$ cat config.mk
export PLATFORM = sky130hd
export DESIGN_NAME = cfg_phase_ctrl
export DESIGN_NICKNAME = d
export VERILOG_FILES = /design/src/rtl/cfg_phase_pkg.sv /design/src/rtl/cfg_crc_path.sv /design/src/rtl/cfg_phase_fsm.sv /design/src/rtl/cfg_phase_ctrl.sv
export SDC_FILE = /design/constraint.sdc
export NUM_CORES = 1
export LEC_CHECK = 0
export BUFFER_PORTS_ARGS = -buffer_cell sky130_fd_sc_hd__buf_2
export CORE_AREA = 2 2 113 71
export CTS_BUF_LIST = sky130_fd_sc_hd__clkbuf_8
export DETAILED_ROUTE_END_ITERATION = 6
export DIE_AREA = 0 0 115 73
export PLACE_DENSITY = 0.63
export SLEW_MARGIN = 20
export SYNTH_ARGS = -nofsm -noshare
export SYNTH_HDL_FRONTEND = slang
export SYNTH_SLANG_ARGS = --single-unit
export TNS_END_PERCENT = 30
$ cat constraint.sdc
create_clock -name clk -period 4.84 [get_ports clk]
set_input_delay 0.242 -clock clk [delete_from_list [all_inputs] [get_ports clk]]
set_output_delay 0.242 -clock clk [all_outputs]
set_load 0.01 [all_outputs]
$ cat src/rtl/cfg_phase_pkg.sv
package cfg_phase_pkg;

  typedef enum logic [2:0] {
    PH_CLEAR,
    PH_WAITINIT,
    PH_LOAD,
    PH_HANDOFF,
    PH_READY,
    PH_FAULT
  } phase_e;

  // strobes from control to datapath
  typedef struct packed {
    logic crcClear;
    logic wordTake;
    logic modeLoad;
  } dp_strobe_t;

endpackage

$ cat src/rtl/cfg_crc_path.sv
module cfg_crc_path
  import cfg_phase_pkg::*;
#(
  parameter int WORD_W = 32,
  parameter int CRC_W = 16,
  parameter logic [CRC_W-1:0] CRC_POLY = 16'h8005,
  parameter int MODE_W = 3
) (
  input  logic              clk,
  input  logic              porRst,
  input  dp_strobe_t        strobe,
  input  logic [WORD_W-1:0] dataWord,
  input  logic [MODE_W-1:0] modePins,
  output logic [MODE_W-1:0] modeLatched,
  output logic              crcMatch
);

  logic [CRC_W-1:0]  crcReg;
  logic [CRC_W-1:0]  nextCrc;
  logic [WORD_W-1:0] pendWord;
  logic              pendValid;
  logic [MODE_W-1:0] modeReg;

  // fold one word into the CRC, MSB first
  function automatic logic [CRC_W-1:0] foldWord(input logic [CRC_W-1:0] c,
                                                 input logic [WORD_W-1:0] w);
    logic [CRC_W-1:0] r;
    r = c;
    for (int i = WORD_W - 1; i >= 0; i--) begin
      if (r[CRC_W-1] ^ w[i]) r = (r << 1) ^ CRC_POLY;
      else                   r = r << 1;
    end
    return r;
  endfunction

  always_comb nextCrc = foldWord(crcReg, pendWord);

  // the newest word is held back: it is the expected value if the marker follows
  always_ff @(posedge clk or posedge porRst) begin
    if (porRst) begin
      crcReg    <= '0;
      pendWord  <= '0;
      pendValid <= 1'b0;
    end else if (strobe.crcClear) begin
      crcReg    <= '0;
      pendValid <= 1'b0;
    end else if (strobe.wordTake) begin
      if (pendValid) crcReg <= nextCrc;
      pendWord  <= dataWord;
      pendValid <= 1'b1;
    end
  end

  always_ff @(posedge clk or posedge porRst) begin
    if (porRst)               modeReg <= '0;
    else if (strobe.modeLoad) modeReg <= modePins;
  end

  assign modeLatched = modeReg;
  assign crcMatch    = pendValid && (crcReg == pendWord[CRC_W-1:0]);

  // mode value only moves on its load strobe
  assert_mode_hold_R5: assert property (@(posedge clk) disable iff (porRst)
    !strobe.modeLoad |=> $stable(modeLatched));

  // a clear leaves nothing to match against
  assert_clear_empty_R2: assert property (@(posedge clk) disable iff (porRst)
    strobe.crcClear |=> !crcMatch);

endmodule

$ cat src/rtl/cfg_phase_fsm.sv
module cfg_phase_fsm
  import cfg_phase_pkg::*;
(
  input  logic       clk,
  input  logic       porRst,
  input  logic       progN,
  input  logic       initSense,
  input  logic       clearPassDone,
  input  logic       dataValid,
  input  logic       dataLast,
  input  logic       crcMatch,
  output dp_strobe_t strobe,
  output logic       initPullLow,
  output logic       donePullLow,
  output logic       ioDisable,
  output logic       loadEnable,
  output logic       cfgError,
  output logic       startupGo
);

  phase_e phase, phaseNext;

  always_comb begin
    phaseNext = phase;
    if (!progN) begin
      phaseNext = PH_CLEAR;
    end else begin
      unique case (phase)
        PH_CLEAR:    if (clearPassDone) phaseNext = PH_WAITINIT;
        PH_WAITINIT: if (initSense)     phaseNext = PH_LOAD;
        PH_LOAD:     if (dataLast)      phaseNext = crcMatch ? PH_HANDOFF : PH_FAULT;
        PH_HANDOFF:                     phaseNext = PH_READY;
        PH_READY:                       phaseNext = PH_READY;
        PH_FAULT:                       phaseNext = PH_FAULT;
        default:                        phaseNext = PH_CLEAR;
      endcase
    end
  end

  always_ff @(posedge clk or posedge porRst) begin
    if (porRst) phase <= PH_CLEAR;
    else        phase <= phaseNext;
  end

  always_comb begin
    strobe.crcClear = (phase == PH_CLEAR);
    strobe.wordTake = (phase == PH_LOAD) && dataValid && !dataLast && progN;
    strobe.modeLoad = (phase == PH_WAITINIT) && initSense && progN;
  end

  assign initPullLow = (phase == PH_CLEAR) || (phase == PH_FAULT);
  assign donePullLow = (phase != PH_READY);
  assign ioDisable   = (phase != PH_READY);
  assign loadEnable  = (phase == PH_LOAD);
  assign cfgError    = (phase == PH_FAULT);
  assign startupGo   = (phase == PH_HANDOFF);

  // a PROGRAM request always lands in the clear phase
  assert_prog_restart_R2: assert property (@(posedge clk) disable iff (porRst)
    !progN |=> (initPullLow && donePullLow && !loadEnable && !cfgError));

  // a pass ending with PROGRAM released lets INIT go
  assert_pass_release_R3: assert property (@(posedge clk) disable iff (porRst)
    (initPullLow && !cfgError && clearPassDone && progN) |=> !initPullLow);

  // INIT held low externally keeps the machine waiting
  assert_init_hold_R4: assert property (@(posedge clk) disable iff (porRst)
    (phase == PH_WAITINIT && !initSense && progN) |=> (phase == PH_WAITINIT));

  // handoff is a single-cycle pulse
  assert_handoff_pulse_R7: assert property (@(posedge clk) disable iff (porRst)
    startupGo |=> !startupGo);

  // error is sticky until PROGRAM
  assert_fault_sticky_R8: assert property (@(posedge clk) disable iff (porRst)
    (cfgError && progN) |=> (cfgError && initPullLow && !loadEnable));

endmodule

$ cat src/rtl/cfg_phase_ctrl.sv
module cfg_phase_ctrl
  import cfg_phase_pkg::*;
#(
  parameter int WORD_W = 32,
  parameter int CRC_W = 16,
  parameter logic [CRC_W-1:0] CRC_POLY = 16'h8005,
  parameter int MODE_W = 3
) (
  input  logic              clk,
  input  logic              porRst,
  input  logic              progN,
  input  logic              initSense,
  input  logic [MODE_W-1:0] modePins,
  input  logic              clearPassDone,
  input  logic [WORD_W-1:0] dataWord,
  input  logic              dataValid,
  input  logic              dataLast,
  output logic              initPullLow,
  output logic              donePullLow,
  output logic              ioDisable,
  output logic [MODE_W-1:0] modeLatched,
  output logic              loadEnable,
  output logic              cfgError,
  output logic              startupGo
);

  dp_strobe_t strobe;
  logic       crcMatch;

  cfg_phase_fsm u_fsm (
    .clk           (clk),
    .porRst        (porRst),
    .progN         (progN),
    .initSense     (initSense),
    .clearPassDone (clearPassDone),
    .dataValid     (dataValid),
    .dataLast      (dataLast),
    .crcMatch      (crcMatch),
    .strobe        (strobe),
    .initPullLow   (initPullLow),
    .donePullLow   (donePullLow),
    .ioDisable     (ioDisable),
    .loadEnable    (loadEnable),
    .cfgError      (cfgError),
    .startupGo     (startupGo)
  );

  cfg_crc_path #(
    .WORD_W   (WORD_W),
    .CRC_W    (CRC_W),
    .CRC_POLY (CRC_POLY),
    .MODE_W   (MODE_W)
  ) u_path (
    .clk         (clk),
    .porRst      (porRst),
    .strobe      (strobe),
    .dataWord    (dataWord),
    .modePins    (modePins),
    .modeLatched (modeLatched),
    .crcMatch    (crcMatch)
  );

endmodule

== After elaboration in Yosys (flattened, before gate mapping) ==
Index checks and enable logic that the tools add are counted.

* Equal/unequal tests: 10
* Muxes and demuxes: 43
* Bitwise operators: 65
* Reductions and logical operators: 15

{| class="wikitable"
|+ Operators by type and width
! cell !! count
|-
| two-way mux 16 bit || 35
|-
| NOT 3 bit || 32
|-
| bitwise XOR 1 bit || 32
|-
| == test 16 bit || 1
|-
| two-way mux 3 bit || 5
|-
| one-hot mux 3 bit (5 select lines) || 1
|-
| inequality test 3 bit, second input constant || 4
|-
| == test 3 x 2 -> 1 bit, second input constant || 2
|-
| == test 3 bit, second input constant || 2
|-
| logical AND 1 bit || 6
|-
| AND reduction 2 bit || 2
|-
| nonzero test 2 bit || 2
|-
| == test 3 x 1 -> 1 bit, second input constant || 1
|-
| zero test 3 bit || 1
|-
| AND reduction 3 bit || 1
|-
| two-way mux 1 bit || 2
|-
| OR reduction 2 bit || 1
|-
| zero test 1 bit || 1
|-
| logical OR 1 bit || 1
|-
| NOT 1 bit || 1
|}

* Register bits: 55
* Bits of input ports: 42
* Output and inout bits: 9
* Word-level logic and storage cells: 138

== Longest topological paths before layout ==
Gate-level depths: netlist (run 1).

* Depth after elaboration: 67
* Mapped depth: 9
* Gate-level depth less buffers: 6

== Hierarchy ==
A second synthesis (run 1) with hierarchy kept.

* Cell total of the unflattened synthesis: 275
* Area total of the unflattened synthesis: 3233.1 um2

{| class="wikitable"
|+ Modules (own cells, without submodules)
! module !! instances !! cells each !! area each (um2) !! sequential area each (um2)
|-
| cfg_crc_path || 1 || 246 || 2977.9 || 1301.2
|-
| cfg_phase_fsm || 1 || 29 || 255.2 || 75.1
|}

== Least setup slack after synthesis (run 1) ==
No wires, ideal clock.

* Path kind: register to register
* Start: register u_path.crcReg[2]
* End: register u_path.crcReg[15]
* Library setup time: 0.120 ns
* Arrival time: 2.236 ns
* Data required time: 4.720 ns
* Path slack: 2.484 ns
* Cell stages (with the launch flop): 7
* Path buffers: 0
* Clock period less this slack: 2.356 ns
* Cells stage by stage: dfrtp_1 -> xnor2_1 -> xnor2_1 -> xnor3_1 -> xnor3_1 -> xnor3_1 -> a31o_1

* Longest elaborated chain between the ends: 55
* Elaborated cells between the ends (all ways): 65
* Classes of those cells: mux (35); bitwise (30)

{| class="wikitable"
|+ RTL lines
! element !! RTL line !! text
|-
| start: declaration || cfg_crc_path.sv:18 || <nowiki>logic [CRC_W-1:0] crcReg;</nowiki>
|-
| start signal: assignment || cfg_crc_path.sv:48 || <nowiki>if (pendValid) crcReg <= nextCrc;</nowiki>
|-
| two-way mux 16 bit (*) (12 in a row) || cfg_crc_path.sv:30 || <nowiki>if (r[CRC_W-1] ^ w[i]) r = (r << 1) ^ CRC_POLY;</nowiki>
|-
| NOT 3 bit (no line) || - ||
|-
| two-way mux 16 bit (*) || cfg_crc_path.sv:30 ||
|-
| bitwise XOR 1 bit (*) || cfg_crc_path.sv:30 ||
|-
| two-way mux 16 bit (*) || cfg_crc_path.sv:30 ||
|-
| bitwise XOR 1 bit || cfg_crc_path.sv:30 ||
|-
| two-way mux 16 bit (*) || cfg_crc_path.sv:30 ||
|-
| bitwise XOR 1 bit || cfg_crc_path.sv:30 ||
|-
| (+28 left out) || - ||
|-
| two-way mux 16 bit (*) || cfg_crc_path.sv:30 ||
|-
| bitwise XOR 1 bit || cfg_crc_path.sv:30 ||
|-
| two-way mux 16 bit (*) || cfg_crc_path.sv:30 ||
|-
| bitwise XOR 1 bit || cfg_crc_path.sv:30 ||
|-
| two-way mux 16 bit (*) || cfg_crc_path.sv:30 ||
|-
| two-way mux 16 bit (*) || cfg_crc_path.sv:48 ||
|-
| two-way mux 16 bit (*) || cfg_crc_path.sv:47 || <nowiki>end else if (strobe.wordTake) begin</nowiki>
|-
| two-way mux 16 bit (*) || cfg_crc_path.sv:44 || <nowiki>end else if (strobe.crcClear) begin</nowiki>
|}

Every way passes the cells marked *; elsewhere a longest branch is shown, timed or not. The select of a mux whose other input is x is not followed.
A chain may end at the register's enable or synchronous reset.

== Worst setup path after layout (run 1) ==
* Start: register u_fsm.phase[2]
* End: register u_path.crcReg[0]

* Longest elaborated chain between the ends: 6
* Elaborated cells between the ends (all ways): 9
* Classes of those cells: eq/ne (1); mux (1); reduce/logical (7)

{| class="wikitable"
|+ RTL lines
! element !! RTL line !! text
|-
| start: declaration || cfg_phase_fsm.sv:21 || <nowiki>phase_e phase, phaseNext;</nowiki>
|-
| start signal: assignment || cfg_phase_fsm.sv:42 || <nowiki>else phase <= phaseNext;</nowiki>
|-
| == test 3 x 2 -> 1 bit || cfg_phase_fsm.sv:47 || <nowiki>strobe.wordTake = (phase == PH_LOAD) && dataValid && !dataLast && progN;</nowiki>
|-
| logical AND 1 bit (3 in a row) || cfg_phase_fsm.sv:47 ||
|-
| nonzero test 2 bit (no line) || - ||
|-
| AND reduction 2 bit (no line) || - ||
|}

Parallel ways exist; a longest one is shown, timed or not.

==> summary.txt, run 1 <==
Status
  – Run status: finished, final reports clean

Synth
  – Mapped cell area: approximately 3200 sq um
  – Parity-gate share of the synthesized area counting xor and xnor cells: 31.8%
  – Share of synthesized area spent on multiplexers: 12.5%
  – Compound-Gate Fraction of Synth Area: approximately 4.6%
  – Async S/R FF share, synth: 100%
  – Synthesis warning total: 0
  – Most used flip-flop cell after synthesis: sky130_fd_sc_hd__dfrtp_1
  – Yosys reg bits: 55
  – Main combinational cell family by area after synthesis: XOR/XNOR gates
  – Distinct cells, synth: 36
  – Mean area per synthesized cell: 12.3 sq um
  – Total nets after synthesis: between 300 and 400
  – Adder and majority cell fraction of the synthesized area: 0%
  – Cells after synthesis: 263
  – Share of the yosys chip area belonging to registers: 42.4%
  – Number of synthesized flops with an enable pin: 0
  – Post-synthesis simple-gate area fraction: approximately 6.6%

Setup path
  – CP Data Arrival Time: about 2.9 ns
  – Critical path type: reg2reg
  – Critical path's top delay family: simple AND/OR/NAND/NOR gates
  – Sort of element at the start of the critical path: flip-flop
  – Slowest cell on crit path: sky130_fd_sc_hd__nand2_1
  – Critical path data required time: just over 5 ns
  – Number of buffer and inverter stages on the critical path: 1
  – Top fanout value on the critical path: 37
  – Critical path's largest stage delay: 0.65 ns
  – List of cells traversed by the critical path: nor2b_1, and4_1, buf_4, nand2_1, and3_1, a31o_1
  – Endpoint class of the critical path: flip-flop

Power
  – Tot Pwr: 0.00253 W
  – Power Density: approximately 690 nW/um^2
  – Worst voltage drop across the vdd grid: 0.664 mV
  – Pleak: 1.83 nW

STA
  – Headroom to the max-slew limit: between 40% and 50%
  – Worst Hold Margin: about 0.11 ns
  – Fin. max-slew vios: 0
  – Transition time at the pin with the least slew margin: ~0.88 ns
  – Worst clock skew: approximately 0.0076 ns
  – Post-layout worst setup margin: between 2 and 2.5 ns
  – Fmax: 0.366 GHz
  – Final Cycle Share: a little under three fifths
  – Setup TNS Final: 0 ns
  – Post-route minimum period: 2.73 ns
  – Final hold violation count: 0
  – RSZ-0062 raised after global routing: false
  – Number of failing setup endpoints in the final timing report: 0

Global route
  – Number of global-route vias before repair: about 1900
  – Initial antenna violation count: 0
  – Global router's overall resource usage: 16.0%
  – Pin count of the biggest net entering global routing: 56
  – Overflow left after global routing: 0
  – Wire length of the first global-routing pass: ~10 mm

Route
  – Router iterations before antenna repair: 4
  – Vias after detailed routing: roughly 2000
  – Total Routed Length: 6.27 mm
  – Ratio of routed vias to standard cells: 5.01
  – DRC violations left: 0
  – Antenna-violating nets left: 0
  – First DRT Iteration DRCs: between 100 and 150
  – Average detailed-routed wire length per instance: between 15 and 20 microns

Final layout
  – Net count reported at finish: about 350
  – Final design area excluding fillers: approximately 3700 sq um
  – Commonest cells after routing, fill and taps aside: sky130_fd_sc_hd__dfrtp_1 (55), sky130_fd_sc_hd__buf_2 (50), sky130_fd_sc_hd__xnor2_1 (43)
  – Antenna diode instance count: 0
  – Filler Cells Inserted: 682
  – Post-synthesis to final-layout area growth: 13.8%
  – Most common library cell in the layout ignoring fill and taps: sky130_fd_sc_hd__dfrtp_1
  – Share of post-route cells with drive strength above 1: between 30% and 40%

Hold path
  – Worst min-delay path class: in2async

Clock tree
  – CTS HTree Levels: 2
  – CTS Buf Count: 5
  – Quantity of gates resized following cts: 0
  – Maximum clock insertion buffer count: 2
  – Number of clock sinks: between 50 and 60
  – # Post-CTS Setup Buffers: 0
  – Root buffer cell: sky130_fd_sc_hd__clkbuf_8
  – CTS tree: done
  – Clock edge transition at the registers on the reported setup and hold paths: about 0.10 ns
  – Worst-Skew Late Latency: 0.31 ns
  – CTS hold repair buffers: 0

Floorplan
  – Number of top-level pins: between 50 and 60
  – Standard-cell row count: 25
  – Chip width: between 100 and 150 microns
  – Starting utilization of the core area: roughly 43%
  – Vert. Die Dim: roughly 73 microns
  – Die Outline Area: ~8400 sq um
  – Area of the core: 7510 sq um

Place
  – Placement Setup Slack: around 2.2 ns
  – Area after DPL: ~3600 sq um
  – GPL Wtd Cong: 0.764
  – IO Port Bufs: 50
  – Detailed placement HPWL: around 4.6 mm

Flow run
  – Max-capacitance violation count: 0
## worst paths after layout
path	startpoint	endpoint	slack, ns	depth (start not counted)
hold / removal	porRst	u_path.modeLatched[1]	0.11	3
setup / recovery	u_fsm.phase[2]	u_path.crcReg[0]	2.11	6
min in group clk	dataWord[17]	u_path.pendWord[17]	0.14	2
max in group asynchronous	porRst	u_path.crcReg[11]	4.25	3
hold reg to reg	u_path.modeLatched[2]	u_path.modeLatched[2]	0.51	1
setup reg to reg	u_fsm.phase[2]	u_path.crcReg[0]	2.11	6
## metrics by stage
stage                     std cells  utilization [%]
after CTS                       404             49.2
after global placement          396             47.6
final                           404             49.2
after floorplan                 263                -
after detailed placement        396             47.6
after global routing            404             49.2
## report_power, final
| part | internal [W] | switching [W] | total, W |
|---|---|---|---|
| sequential | 0.000544 | 0.0000980 | 0.000642 |
| clock | 0.000168 | 0.000152 | 0.000319 |
| combinational | 0.00100 | 0.000571 | 0.00157 |
## layer usage
metal	global-route usage, %	routed length, microns
met2	21.1	2460
met3	3.07	223
met4	4.55	55
met5	0	0
met1	26.0	3530
## registers in the layout, summed over array words and instances (netlist names)
name                count
u_path.pendValid        1
u_path.modeLatched      3
u_fsm.phase             3
u_path.pendWord        32
u_path.crcReg          16
## worst reg2reg max path, stage by stage (launching register included)
cell and delay (ns):
sky130_fd_sc_hd__dfrtp_1 0.50, sky130_fd_sc_hd__nor2b_1 0.23, sky130_fd_sc_hd__and4_1 0.21, sky130_fd_sc_hd__buf_4 0.39, sky130_fd_sc_hd__nand2_1 0.69, sky130_fd_sc_hd__and3_1 0.42, sky130_fd_sc_hd__a31o_1 0.18
## synthesized netlist by cell type (4+ instances only)
master                     number  share of area [%]
sky130_fd_sc_hd__mux2_2        32                 11
sky130_fd_sc_hd__xnor2_2        5                2.5
sky130_fd_sc_hd__nand3_1       13                2.0
sky130_fd_sc_hd__clkbuf_1      12                1.4
sky130_fd_sc_hd__nor4_1         5               0.96
sky130_fd_sc_hd__dfrtp_1       55                 42
sky130_fd_sc_hd__xor2_1        27                7.3
sky130_fd_sc_hd__xnor3_1       11                7.6
sky130_fd_sc_hd__o21ai_1        5               0.77
sky130_fd_sc_hd__xnor2_1       43                 12
sky130_fd_sc_hd__nand2_1        7               0.81
sky130_fd_sc_hd__o21ai_0        8                1.2
sky130_fd_sc_hd__inv_1          4               0.46
sky130_fd_sc_hd__nor2_1         4               0.46
## cell type report
type | count | area, sq um | area share [%]
repair buffers | 52 | 265 | 7.19
clock inverters | 2 | 35.0 | 0.949
well taps | 94 | 118 | 3.19
multi-input cells | 191 | 1800 | 48.7
flip-flops and latches | 55 | 1380 | 37.3
clock buffers | 6 | 82.6 | 2.24
inverters | 4 | 15.0 | 0.407
## cells by family after synthesis
group / Yosys count
AOI/OAI and AO/OA: 24
xor gates and xnor gates: 90
buffers and inverters: 17
DFF: 55
muxes: 36
and+or+nand+nor: 41
Note: power is estimated with default switching activity, not from simulation.
==> run 2: changes to the inputs <==
- PLACE_DENSITY: 0.63 -> 0.65
- clock period: 4.84 -> 2.2 ns (I/O delays scaled with it)
==> summary.txt, run 2 (synthesized netlist as in run 1, its figures left out) <==
Status
  – Run status: finished with violations
  – Violated checks: setup timing

Setup path
  – Endpoint class of the critical path: flip-flop
  – CP Data Arrival Time: 2.52 ns
  – Sort of element at the start of the critical path: flip-flop
  – Number of buffer and inverter stages on the critical path: 0
  – Critical path type: reg2reg
  – Library cell appearing most often on the critical path: sky130_fd_sc_hd__xnor3_2
  – Reg2Reg Depth: 6
  – Number of cells on the critical path: 6
  – Slowest cell on crit path: sky130_fd_sc_hd__xnor3_2
  – Worst setup path startpoint: u_path.pendWord[9]
  – List of cells traversed by the critical path: xnor2_1, xnor3_2, xnor3_2, xnor2_4, xnor3_1, a31o_1
  – Critical path data required time: approximately 2.4 ns
  – Critical path's top delay family: XOR/XNOR gates
  – Critical path's largest stage delay: 0.48 ns
  – Top fanout value on the critical path: 3
  – Launching point of the worst reg2reg path: u_path.pendWord[9]

Power
  – Worst voltage drop across the vdd grid: 1.06 mV
  – Power Density: between 1000 and 1500 nW/um^2
  – Tot Pwr: ~0.0062 W
  – Pleak: about 2.1 nW

Floorplan
  – Chip width: 115 microns
  – Vert. Die Dim: ~73 microns
  – Number of top-level pins: about 50
  – Standard-cell row count: 25
  – Die Outline Area: ~8400 sq um
  – Starting utilization of the core area: 43.2%
  – Area of the core: 7510 sq um

Final layout
  – Most common library cell in the layout ignoring fill and taps: sky130_fd_sc_hd__dfrtp_1
  – Post-synthesis to final-layout area growth: 28.5%
  – Commonest cells after routing, fill and taps aside: sky130_fd_sc_hd__dfrtp_1 (55), sky130_fd_sc_hd__buf_4 (53), sky130_fd_sc_hd__buf_2 (50)
  – Share of post-route cells with drive strength above 1: between 40% and 50%
  – Net count reported at finish: approximately 400
  – Antenna diode instance count: 0
  – Most flop-heavy register: u_path.pendWord
  – Registers with the highest flip-flop counts: u_path.pendWord: 32 flops, u_path.crcReg: 16 flops
  – Number of flip-flops in the largest register: 32

Global route
  – Overflow left after global routing: 0
  – Wire length of the first global-routing pass: between 10 and 15 mm
  – Global router's overall resource usage: between 10% and 20%
  – Initial antenna violation count: 0
  – Number of global-route vias before repair: 2239
  – Pin count of the biggest net entering global routing: 37

STA
  – Post-route minimum period: between 2 and 2.5 ns
  – Final Cycle Share: 106%
  – Worst clock skew: ~0.013 ns
  – Post-layout worst setup margin: -0.125 ns
  – Worst Hold Margin: 0.0207 ns
  – Final hold violation count: 0
  – Headroom to the max-slew limit: between 60% and 70%
  – Fmax: about 0.43 GHz
  – RSZ-0062 raised after global routing: true
  – Fin. max-slew vios: 0
  – Number of failing setup endpoints in the final timing report: 3
  – Transition time at the pin with the least slew margin: between 0.5 and 0.6 ns

Clock tree
  – Clock edge transition at the registers on the reported setup and hold paths: around 0.1 ns
  – CTS Buf Count: 5
  – CTS HTree Levels: 2
  – Worst-Skew Late Latency: between 0.3 and 0.4 ns
  – Root buffer cell: sky130_fd_sc_hd__clkbuf_8
  – Maximum clock insertion buffer count: 2
  – Number of clock sinks: between 50 and 60
  – CTS tree: done

Hold path
  – Hold path start: dataWord[14]
  – Hold depth: 2
  – Worst min-delay path class: in2reg

Route
  – Ratio of routed vias to standard cells: around 4.8
  – Average detailed-routed wire length per instance: roughly 15 microns
  – Total Routed Length: around 6.8 mm
  – Vias after detailed routing: roughly 2200
  – Antenna-violating nets left: 0
  – First DRT Iteration DRCs: 70
  – DRC violations left: 0
  – Router iterations before antenna repair: 4

Flow run
  – Max-capacitance violation count: 0

Place
  – Detailed placement HPWL: slightly above 5 mm
  – IO Port Bufs: 50
  – GPL Wtd Cong: between 0.7 and 0.8
  – Placement Setup Slack: -0.245 ns
run 2: worst register-to-register path: stages, from the launching register on:
cell and delay, ns:
sky130_fd_sc_hd__dfrtp_1 0.40, sky130_fd_sc_hd__xnor2_1 0.17, sky130_fd_sc_hd__xnor3_2 0.48, sky130_fd_sc_hd__xnor3_2 0.43, sky130_fd_sc_hd__xnor2_4 0.21, sky130_fd_sc_hd__xnor3_1 0.33, sky130_fd_sc_hd__a31o_1 0.19
run 2: layout make-up:
cell class | count | area, sq um
Clock buffer | 5 | 68.8
Fill cell | 651 | 3340
Tap cell | 94 | 118
Clock inverter | 3 | 15.0
Multi-Input combinational cell | 191 | 1900
Sequential cell | 55 | 1380
Timing Repair Buffer | 105 | 678
Inverter | 4 | 15.0
run 2: routing by layer:
| layer | global-route usage [%] | vias up | share of wire (%) | routed length [microns] |
|---|---|---|---|---|
| li1 | - | 1100 | - | - |
| met1 | 26.8 | 1056 | 51 | 3500 |
| met2 | 26.2 | 37 | 44 | 3000 |
| met3 | 3.74 | 4 | 3.9 | 265 |
| met4 | 3.75 | 0 | 0.72 | 49 |
| met5 | 0 | - | 0 | 0 |
run 2: through the flow:
| stage | util (%) | setup TNS (ns) | cells | instance area (sq um) |
|---|---|---|---|---|
| floorplan | - | -0.122 | 263 | 3270 |
| global placement | 52.7 | -0.336 | 442 | 3950 |
| detailed placement | 52.7 | -0.567 | 442 | 3950 |
| CTS | 55.5 | -0.273 | 457 | 4170 |
| global route | 55.5 | -0.581 | 457 | 4170 |
| finish | 55.5 | -0.267 | 457 | 4170 |
run 2: final timing paths:
| path | end | slack (ns) |
|---|---|---|
| worst max-delay path | u_path.crcReg[15] | -0.12 |
| worst min register to register | u_path.modeLatched[1] | 0.51 |
| worst min-delay path | u_path.pendWord[14] | 0.02 |
| worst max register to register | u_path.crcReg[15] | -0.12 |
| max in group asynchronous | u_path.pendWord[28] | 1.25 |
| min in group asynchronous | u_path.pendWord[22] | 0.39 |
run 2: power breakdown:
part,internal (W),switching (W)
Clock,0.000219,0.000335
Sequential,0.00120,0.000178
Combinational,0.00276,0.00156
run 2: timing repair:
item / CTS / global route
setup buffers: 7 / 0
setup endpoints to repair: 3 / 3
hold buffers: 1 / 0
hold endpoints to repair: 25 / 0
pin swaps: 16 / 0
gates resized for setup: 12 / 0
==> run 3: changes to the inputs <==
- SYNTH_HIERARCHICAL: unset -> 1
==> summary.txt, run 3 <==
Status
  – Run status: finished with violations
  – Violated checks: setup timing

STA
  – Worst clock skew: approximately 0.008 ns
  – Transition time at the pin with the least slew margin: approximately 0.85 ns
  – RSZ-0062 raised after global routing: true
  – Number of failing setup endpoints in the final timing report: 3
  – Headroom to the max-slew limit: 43.4%
  – Post-route minimum period: 2.41 ns
  – Worst Hold Margin: around 0.019 ns
  – Fin. max-slew vios: 0
  – Final hold violation count: 0
  – Final Cycle Share: 110%
  – Fmax: just over 0.4 GHz
  – Post-layout worst setup margin: -0.209 ns

Synth
  – Top area cells in the synthesized netlist: sky130_fd_sc_hd__dfrtp_1 (43%), sky130_fd_sc_hd__xnor2_1 (19%), sky130_fd_sc_hd__mux2_2 (13%), sky130_fd_sc_hd__xor2_1 (4.1%), sky130_fd_sc_hd__xnor3_1 (3.5%)
  – Area fraction of the dominant cell type after synthesis: between 40% and 50%
  – Cells after synthesis: approximately 280
  – Cell type with the largest total area after synthesis: sky130_fd_sc_hd__dfrtp_1
  – Synthesis warning total: 6
  – Mean area per synthesized cell: roughly 12 sq um
  – Dominant cell by count in the synthesized netlist: sky130_fd_sc_hd__xnor2_1
  – Share of the yosys chip area belonging to registers: 42.6%
  – Mapped cell area: 3230 sq um
  – Total nets after synthesis: between 300 and 400
  – Cell types with the highest counts after synthesis: sky130_fd_sc_hd__xnor2_1 (70), sky130_fd_sc_hd__dfrtp_1 (55), sky130_fd_sc_hd__mux2_2 (36)
  – Number of synthesized flops with an enable pin: 0
  – Most used flip-flop cell after synthesis: sky130_fd_sc_hd__dfrtp_1
  – Yosys reg bits: 55
  – Distinct cells, synth: 39
  – Async S/R FF share, synth: between 90% and 100%

Route
  – Router iterations before antenna repair: 4
  – First DRT Iteration DRCs: ~100
  – Vias after detailed routing: 2287
  – Ratio of routed vias to standard cells: 4.78
  – DRC violations left: 0
  – Average detailed-routed wire length per instance: about 15 microns
  – Antenna-violating nets left: 0
  – Total Routed Length: between 6 and 7 mm

Floorplan
  – Area of the core: around 7500 sq um
  – Chip width: approximately 120 microns
  – Vert. Die Dim: ~73 microns
  – Starting utilization of the core area: between 40 and 50%
  – Number of top-level pins: between 50 and 60
  – Standard-cell row count: 25
  – Die Outline Area: approximately 8400 sq um

Setup path
  – Critical path data required time: 2.39 ns
  – Sort of element at the start of the critical path: flip-flop
  – Top fanout value on the critical path: 4
  – Reg2Reg Depth: 8
  – Launching point of the worst reg2reg path: u_path/crcReg[6]
  – Endpoint class of the critical path: flip-flop
  – Register-to-register path setup slack: -0.21 ns
  – Worst r2r dst: u_path/crcReg[15]
  – Critical path type: reg2reg
  – CP Data Arrival Time: ~2.6 ns

Clock tree
  – Worst-Skew Late Latency: 0.31 ns
  – Clock edge transition at the registers on the reported setup and hold paths: around 0.10 ns
  – Root buffer cell: sky130_fd_sc_hd__clkbuf_8
  – CTS HTree Levels: 2
  – # Post-CTS Setup Buffers: 0
  – CTS Buf Count: 5
  – Number of clock sinks: 55
  – Maximum clock insertion buffer count: 2
  – CTS tree: done

Hold path
  – Hold depth: 2
  – Hold path start: dataWord[19]
  – Worst min-delay path class: in2reg
  – Terminating pin of the worst hold path: u_path/pendWord[19]

Power
  – Worst voltage drop across the vdd grid: approximately 0.60 mV
  – Switching portion of total power: about a third
  – Psw: 0.00116 W
  – Clock network power share: 19.7%
  – Power Density: about 850 nW/um^2
  – Portion of total power attributed to sequential cells: roughly 33%
  – Tot Pwr: between 0.003 and 0.004 W
  – Internal Pwr Total: roughly 0.0024 W
  – Proportion of power drawn by combinational gates: between 40% and 50%
  – Pleak: 2.02 nW

Flow run
  – Max-capacitance violation count: 0

Place
  – Detailed placement HPWL: around 5.4 mm
  – IO Port Bufs: 50
  – GPL Wtd Cong: between 0.8 and 0.9

Final layout
  – Net count reported at finish: ~430
  – Number of flip-flops in the largest register: 32
  – Share of post-route cells with drive strength above 1: approximately 44%
  – Post-synthesis to final-layout area growth: 29.6%
  – Filler Cells Inserted: between 600 and 700
  – Registers with the highest flip-flop counts: u_path/pendWord: 32 flops, u_path/crcReg: 16 flops
  – Most common library cell in the layout ignoring fill and taps: sky130_fd_sc_hd__xnor2_1
  – Antenna diode instance count: 0
  – Commonest cells after routing, fill and taps aside: sky130_fd_sc_hd__xnor2_1 (67), sky130_fd_sc_hd__dfrtp_1 (55), sky130_fd_sc_hd__buf_4 (53)
  – Most flop-heavy register: u_path/pendWord

Global route
  – Number of global-route vias before repair: 2234
  – Wire length of the first global-routing pass: 11.3 mm
  – Overflow left after global routing: 0
  – Global router's overall resource usage: 17.8%
  – Initial antenna violation count: 0
  – Pin count of the biggest net entering global routing: 53
## run 3: cell count changes in the layout (fill, tap and decap cells not counted), moves of 4 or more
cell and delta:
sky130_fd_sc_hd__mux2_2 +4, sky130_fd_sc_hd__nand2_1 +13, sky130_fd_sc_hd__nand3_1 -10, sky130_fd_sc_hd__nor4_1 -5, sky130_fd_sc_hd__xor2_1 -11, sky130_fd_sc_hd__xnor2_2 -9, sky130_fd_sc_hd__xnor2_1 +33
## run 3: repair_timing
item / CTS / global route
hold endpoints to repair: 55 / 2
resized for setup: 2 / 5
setup endpoints to repair: 3 / 32
hold buffers: 1 / 2
pin swaps: 1 / 0
## run 3: final cells by class
cell class                 count  area (sq um)  area share, %
tap                           94           118           2.81
inverter                       3          11.3          0.269
multi-input combinational    210          1860           44.3
clock buffer                   6          82.6           1.97
clock inverter                 2          35.0          0.836
timing repair buffer         108           709           16.9
sequential                    55          1380           32.9
## run 3: how the worst max path moves through the flow
| stage | depth (start not counted) | end | slack (ns) | startpoint |
|---|---|---|---|---|
| CTS | 8 | u_path/crcReg[15] | -0.23 | u_path/pendWord[16] |
| finish | 8 | u_path/crcReg[15] | -0.21 | u_path/crcReg[6] |
| global placement | 8 | u_path/crcReg[15] | -0.18 | u_path/crcReg[15] |
| floorplan | 8 | u_path/crcReg[15] | -0.26 | u_path/crcReg[15] |
| detailed placement | 8 | u_path/crcReg[15] | -0.27 | u_path/pendWord[16] |
| global route | 8 | u_path/crcReg[15] | -0.35 | u_path/pendWord[16] |
## run 3: cells by family (layout without fill, tap and decap cells)
family | after synthesis | after routing | synth area share [%]
buffers and inverters | 10 | 119 | 1.51
muxes | 37 | 37 | 13.0
DFF | 55 | 55 | 42.6
AOI/OAI and AO/OA | 26 | 26 | 5.30
and+or+nand+nor | 52 | 52 | 8.13
xor gates and xnor gates | 95 | 95 | 29.5
## run 3: power by group through the flow
| stage | registers, W | logic, W | clock network [W] |
|---|---|---|---|
| 2_1_floorplan | 0.00120 | 0.00112 | 0 |
| 3_3_place_gp | 0.00118 | 0.00159 | 0 |
| 3_5_place_dp | 0.00119 | 0.00163 | 0 |
| 4_1_cts | 0.00117 | 0.00170 | 0.000734 |
| 5_1_grt | 0.00118 | 0.00183 | 0.000785 |
| 6_report | 0.00117 | 0.00170 | 0.000704 |
## run 3: worst max-delay path: stages (launching register included)
cell	delay (ns)
sky130_fd_sc_hd__dfrtp_1	0.42
sky130_fd_sc_hd__xor2_2	0.19
sky130_fd_sc_hd__xnor2_1	0.23
sky130_fd_sc_hd__xnor3_1	0.44
sky130_fd_sc_hd__xnor3_1	0.22
sky130_fd_sc_hd__xnor3_2	0.30
sky130_fd_sc_hd__xnor2_1	0.16
sky130_fd_sc_hd__a221oi_2	0.23
sky130_fd_sc_hd__o211ai_1	0.11
## run 3: through the flow
step	utilization, %	instance area [sq um]	worst slack [ns]	setup TNS (ns)	instances
floorplan	-	3240	-0.260	-0.328	275
global placement	53.3	4000	-0.181	-0.372	467
detailed placement	53.3	4000	-0.266	-0.655	467
CTS	55.2	4140	-0.228	-0.504	476
global route	55.8	4190	-0.353	-0.750	478
finish	55.8	4190	-0.209	-0.419	478
## run 3: layer usage
| layer | GRT usage, % | up-vias | part of all wire, % |
|---|---|---|---|
| met5 | 0 | - | 0 |
| met4 | 2.81 | 0 | 0.47 |
| met2 | 25.2 | 42 | 41 |
| li1 | - | 1137 | - |
| met3 | 4.98 | 4 | 4.6 |
| met1 | 27.3 | 1104 | 54 |
